## src/rtl/crc_ser_pkg.sv

```systemverilog
// Package: shared constants and mode encoding for the serial CRC-32 unit.
// Assumes: generator written without its x^32 term, MSB-first bit order.
package crc_ser_pkg;
    localparam int          CRC_W    = 32;
    localparam logic [31:0] CRC_POLY = 32'h04C1_1DB7;

    typedef enum logic {
        MODE_SHIFT = 1'b0,
        MODE_CALC  = 1'b1
    } crc_mode_e;
endpackage

```

## src/rtl/crc_ser_lfsr.sv

```systemverilog
// Module: remainder register of the serial CRC, one LFSR step per enabled clock.
// Compute mode folds din into the register. Shift-out mode only shifts, with zero entering at bit 0.
// Assumes: POLY holds the generator without its leading term.
module crc_ser_lfsr #(
    parameter int             W    = 32,
    parameter logic [W-1:0]   POLY = 32'h04C1_1DB7
) (
    input  logic         clk,
    input  logic         rst_n,
    input  logic         adv,
    input  logic         calc,
    input  logic         din,
    output logic [W-1:0] crc_q
);
    logic         fb;
    logic [W-1:0] crc_d;

    // Feedback: only active in compute mode.
    assign fb = calc & (din ^ crc_q[W-1]);

    // Next-state per bit: shifted neighbour plus feedback at each tap.
    generate
        for (genvar i = 0; i < W; i++) begin : g_tap
            if (i == 0) begin : g_lsb
                assign crc_d[i] = fb & POLY[i];
            end else begin : g_mid
                assign crc_d[i] = crc_q[i-1] ^ (fb & POLY[i]);
            end
        end
    endgenerate

    // Register update: synchronous clear, otherwise advance when enabled.
    always_ff @(posedge clk) begin
        if (!rst_n) begin
            crc_q <= '0;
        end else if (adv) begin
            crc_q <= crc_d;
        end
    end
endmodule

```

## src/rtl/crc_ser_outmux.sv

```systemverilog
// Module: serial output select, pass-through data or remainder MSB.
// Assumes: calc = 1 means compute mode.
module crc_ser_outmux (
    input  logic calc,
    input  logic din,
    input  logic rem_msb,
    output logic dout
);
    // Output select by mode.
    always_comb begin
        dout = calc ? din : rem_msb;
    end
endmodule

```

## src/rtl/crc_ser_zero.sv

```systemverilog
// Module: non-zero detector on the remainder register.
// Assumes: flag is meaningful once all message and checksum bits are in.
module crc_ser_zero #(
    parameter int W = 32
) (
    input  logic [W-1:0] vec,
    output logic         nonzero
);
    // OR-reduction of all remainder bits.
    always_comb begin
        nonzero = |vec;
    end
endmodule

```

## src/rtl/serial_crc32.sv

```systemverilog
// Module: bit-serial CRC-32 generator/checker (top).
// Compute mode: absorbs ser_in and forwards it. Shift-out mode: drains the remainder MSB first.
// Assumes: synchronous active-low reset, zero start value, no output inversion.
module serial_crc32
    import crc_ser_pkg::*;
#(
    parameter int           W    = CRC_W,
    parameter logic [W-1:0] POLY = CRC_POLY
) (
    input  logic clk,
    input  logic rst_n,
    input  logic shift_en,
    input  logic calc_mode,
    input  logic ser_in,
    output logic ser_out,
    output logic crc_err
);
    logic [W-1:0] crc_q;
    logic         calc;

    assign calc = (calc_mode == MODE_CALC);

    crc_ser_lfsr #(.W(W), .POLY(POLY)) lfsr_i (
        .clk   (clk),
        .rst_n (rst_n),
        .adv   (shift_en),
        .calc  (calc),
        .din   (ser_in),
        .crc_q (crc_q)
    );

    crc_ser_outmux outmux_i (
        .calc    (calc),
        .din     (ser_in),
        .rem_msb (crc_q[W-1]),
        .dout    (ser_out)
    );

    crc_ser_zero #(.W(W)) zero_i (
        .vec     (crc_q),
        .nonzero (crc_err)
    );
endmodule

```

## config.mk

```make
export PLATFORM = sky130hd
export DESIGN_NAME = serial_crc32
export DESIGN_NICKNAME = d
export VERILOG_FILES = /design/src/rtl/crc_ser_pkg.sv /design/src/rtl/crc_ser_lfsr.sv /design/src/rtl/crc_ser_outmux.sv /design/src/rtl/crc_ser_zero.sv /design/src/rtl/serial_crc32.sv
export SDC_FILE = /design/constraint.sdc
export NUM_CORES = 1
export LEC_CHECK = 0
export ABC_AREA = 1
export BUFFER_PORTS_ARGS = -buffer_cell sky130_fd_sc_hd__buf_2
export CAP_MARGIN = 20
export CORE_ASPECT_RATIO = 0.7
export CORE_MARGIN = 4
export CORE_UTILIZATION = 30
export DETAILED_ROUTE_END_ITERATION = 16
export GPL_TIMING_DRIVEN = 0
export SLEW_MARGIN = 0
export SYNTH_ARGS = -nofsm -noshare
export SYNTH_HDL_FRONTEND = slang
export SYNTH_SLANG_ARGS = --single-unit
```

## constraint.sdc

```tcl
create_clock -name clk -period 1.2 [get_ports clk]
set_clock_uncertainty 0.05 [all_clocks]
set_input_delay 0.24 -clock clk [delete_from_list [all_inputs] [get_ports clk]]
set_output_delay 0.24 -clock clk [all_outputs]
set_load 0.005 [all_outputs]
```

=== After elaboration in Yosys (flattened, before gate mapping) ===
Cells that the tools add are included.
Widths: inputs -> output; s select.

* Bitwise logic cells: 15
* Mux-type cells: 1
* Reduce and logical (&&, ||, !) cells: 1

{| class="wikitable"
|+ Operator list
! kind !! number
|-
| $reduce_or 32->1 || 1
|-
| $xor 1x1->1 || 14
|-
| $and 1x1->1 || 1
|-
| $mux 1 || 1
|}

* Word-level logic and storage cells: 18
* Output and inout port bits: 2
* Bits in registers: 32

=== Logic depth before layout (Yosys ltp) ===
* Word-level depth: 3
* Mapped depth: 6
* Gate-level depth less buffers: 6

=== By module ===
From an unflattened synthesis, not the netlist that was laid out.

* Cells, all modules: 264
* Area, all modules: 1692.9 µm²

{| class="wikitable"
|+ Modules (own cells, without submodules)
! module !! instances !! area each (µm²) !! cells an instance
|-
| crc_ser_lfsr || 1 || 1498.9 || 215
|-
| crc_ser_zero || 1 || 178.9 || 45
|-
| crc_ser_outmux || 1 || 15.0 || 4
|}

=== Worst setup path before layout ===
No wires, ideal clock.

* Kind: register -> register
* Start: register lfsr_i.crc_q[31]
* End: register lfsr_i.crc_q[10]
* Path slack: 0.147 ns
* Cell stages (with the launch flop): 5
* Buffers on the path: 1
* Library setup time: 0.115 ns
* Arrival time: 0.888 ns
* Clock period less this slack: 1.053 ns
* Data required time: 1.035 ns
* Path through: dfxtp_1 nand2_2 buf_2 a21oi_1 nor2_1

* Cells in the longest elaborated chain, start to end: 3

{| class="wikitable"
|+ Ends and longest elaborated chain
! item !! RTL line !! text
|-
| from (decl) || crc_ser_lfsr.sv:13 || <nowiki>output logic [W-1:0] crc_q</nowiki>
|-
| from (signal assigned) || crc_ser_lfsr.sv:37 || <nowiki>crc_q <= crc_d;</nowiki>
|-
| $xor 1x1->1 || crc_ser_lfsr.sv:19 || <nowiki>assign fb = calc & (din ^ crc_q[W-1]);</nowiki>
|-
| $and 1x1->1 || crc_ser_lfsr.sv:19 ||
|-
| $xor 1x1->1 || crc_ser_lfsr.sv:27 || <nowiki>assign crc_d[i] = crc_q[i-1] ^ (fb & POLY[i]);</nowiki>
|}

Every way passes these cells.
A chain may end at the register's enable or synchronous reset.

=== Final worst setup path ===
* Start: register lfsr_i.crc_q[31]
* End: output port crc_err

* Cells in the longest elaborated chain, start to end: 1

{| class="wikitable"
|+ Ends and longest elaborated chain
! item !! RTL line !! text
|-
| $reduce_or 32->1 || crc_ser_zero.sv:11 || <nowiki>nonzero = |vec;</nowiki>
|-
| to (decl) || serial_crc32.sv:16 || <nowiki>output logic crc_err</nowiki>
|}

Every way passes these cells.

==> impl_results.md <==
- Status: finished with violations
- Failing checks: negative setup slack
- Worst setup startpoint: lfsr_i.crc_q[31]
- CTS tree: done
- Clk slew on worst S/H paths: 0.07 ns
- Worst R2R End: lfsr_i.crc_q[12]
- Rows: 21
- Die Span Y: 67.9 um
- Crit path setup slack, layout: -0.294 ns
- Drt initial violations: 178
- Endpoint class of the critical path: output pin
- Max reg flops: 32
- Synth Register Bits: 32
- Uppermost layer routed: met4
- IO Pins: 7
- Final min period: 1.49 ns
- Initial Util: 31.6%
- Post-synthesis sequential area ratio: 41.7%
- Worst R2R Start: lfsr_i.crc_q[31]
- Fin. max-slew vios: 0
- Max cap viols: 0
- Drt pass-1 iters: 4
- Sink Count: 32
- Num CTS Buffers: 5
- Peak supply drop: 0.000507 V
- Vias post-DR: 1491
- FF-to-FF setup slack: -0.15 ns
- Final Util: 41.1%
- Worst Path Class, Setup: flip-flop to output pin
- Placed wire-length estimate: 2.49 mm
- Reg2Reg Depth: 8
- Nets: 256
- Routed WL: 4.08 mm
- H-tree depth: 2
- Tot Pwr: 2.65 mW
- Syn-to-layout area delta: 30.2%
- PortBufs: 6
- Post-route ant nets: 0
- Top reg by flops: lfsr_i.crc_q
- Final Hold Vio Count: 0
- Peak Freq: 669 MHz
- Critical path launch point type: flip-flop
- Initial antenna violation count: 0
- Cell taking the most area after synthesis: dfxtp_1
- Worst-skew pair later-pin latency: 0.29 ns
- Largest cells by area after synthesis: dfxtp_1 (42%), nand2_1 (13%), a21oi_1 (8.8%)
- Syn nets: 233
- Regs by FF count: lfsr_i.crc_q x32
- Largest net degree at the start of global routing: 12
- Worst endpoint required time: 0.91 ns
- M1 WL: 2.19 mm
- Slew margin rel.: 66.2%
- Power Density: 1330 mW/mm2
- Gate Count Post-Synth: 228
- Met3 wire len: 165 um
- RD Place Congestion: 0.780
- CP Data Arrival Time: 1.20 ns
- Number of global-route vias before repair: 1252
- First-pass GRT wire length: 6.22 mm
- CTS root buf: clkbuf_8
- Number of diodes: 0
- WL per Instance: 12.7 um
- Cell variety after synth: 18
- Tcrit/Tclk final: 124%
- # setup viols final: 16
- Overflow after GRT: 0
- Most frequent cells in the layout: nand2_1 (54), nor2_1 (33), dfxtp_1 (27), o21ai_0 (25), a21oi_1 (17)
- Worst-Margin Slew: 0.506 ns
- Vias per cell: 4.64
- Met2 wire len: 1.69 mm
- Worst Hold Class: input pin to flip-flop
- Max FO, Critical Path: 2
- Core area: 0.00486 mm2
- Die ar.: 0.00634 mm2
- Avg Inst Size Synth: 6.73 um2
- Clk buf depth: 2
- Most common cell after layout, fill and taps aside: nand2_1
- Die W: 93.5 um
- Synth Warn #: 0
- Layout cells sized above 1: 27.4%
- Post-synth top area share: 41.7%
- Hold-fix buffers, CTS: 0
- Overall routing resource usage: 12.8%
- RSZ-0062 raised after global routing: yes
- Remaining DRCs: 0
- CP endpoint: crc_err
- Synthesized cell area: 0.00154 mm2
- Leak: 0.858 nW
[critical path, cell delays in order, from the launching register on]
cell and delay (ns):
dfxtp_4 0.35, inv_2 0.05, nand2_1 0.05, nor2_1 0.09
nand2_1 0.08, nor2_1 0.12, nand2_1 0.07, buf_2 0.12
[worst min-delay path by stage]
stage	start	cells after the start	slack, ns	end
finish	rst_n	2	0.20	lfsr_i.crc_q[0]
global route	rst_n	2	0.19	lfsr_i.crc_q[0]
CTS	rst_n	2	0.19	lfsr_i.crc_q[0]
detailed placement	lfsr_i.crc_q[14]	2	0.40	lfsr_i.crc_q[15]
global placement	lfsr_i.crc_q[14]	2	0.40	lfsr_i.crc_q[15]
floorplan	rst_n	2	0.33	lfsr_i.crc_q[14]
[metal layers]
layer	global-route usage [%]	vias to the layer above
met5	0	-
met4	4.39	0
met3	3.96	3
met2	16.8	31
met1	19.1	684
li1	-	773
[final cells by class]
class	instances	area, um2
clock buffers	5	68.8
repair buffers	15	140
multi-input cells	163	827
fillers	517	2860
flip-flops and latches	32	649
plain buffers	13	106
well taps	69	86.3
inverters	21	78.8
clock inverters	3	42.5
[Yosys cell counts]
master and number:
a21boi_0 1, a21oi_1 27, and2_1 1, buf_2 4, buf_4 3, buf_6 3
clkbuf_1 3, dfxtp_1 32, inv_1 20, inv_2 1, nand2_1 55, nand2_2 2
nand3_1 13, nand4_1 1, nor2_1 34, nor2_4 1, nor2_8 1, o21ai_0 26
[what timing repair did]
action                     in CTS  in global routing
gates resized for setup        16                 24
gates cloned                    0                  3
pin swaps                       8                  9
setup buffers                   4                  3
setup endpoints to repair      12                 15
[power by group]
part	total [mW]	switching [mW]	leakage, nW	internal (mW)
clock	1.04	0.426	0.0541	0.614
sequential	1.18	0.0509	0.266	1.13
combinational	0.425	0.249	0.538	0.176
total	2.65	0.726	0.858	1.92
[stage by stage]
stage | hold WS [ns] | cell area [um2] | TNS [ns] | cells | worst slack [ns]
after CTS | 0.188 | 1820 | -0.395 | 315 | -0.290
after global routing | 0.185 | 2000 | -3.04 | 321 | -0.417
after floorplan | 0.328 | 1540 | 0 | 228 | 0.147
final | 0.200 | 2000 | -2.07 | 321 | -0.294
after detailed placement | 0.404 | 1650 | -0.0982 | 303 | -0.0679
after global placement | 0.405 | 1650 | -0.188 | 303 | -0.0745
[cell families (layout without fill, tap and decap cells)]
kind of cell           Yosys count  after routing  synth area share [%]
flip-flops                      32             32                  41.7
buffers and inverters           34             57                  10.8
AO/OA/AOI/OAI                   54             54                  17.8
AND/OR/NAND/NOR                108            109                  29.7
No activity file was read; power rests on OpenSTA's default activity.
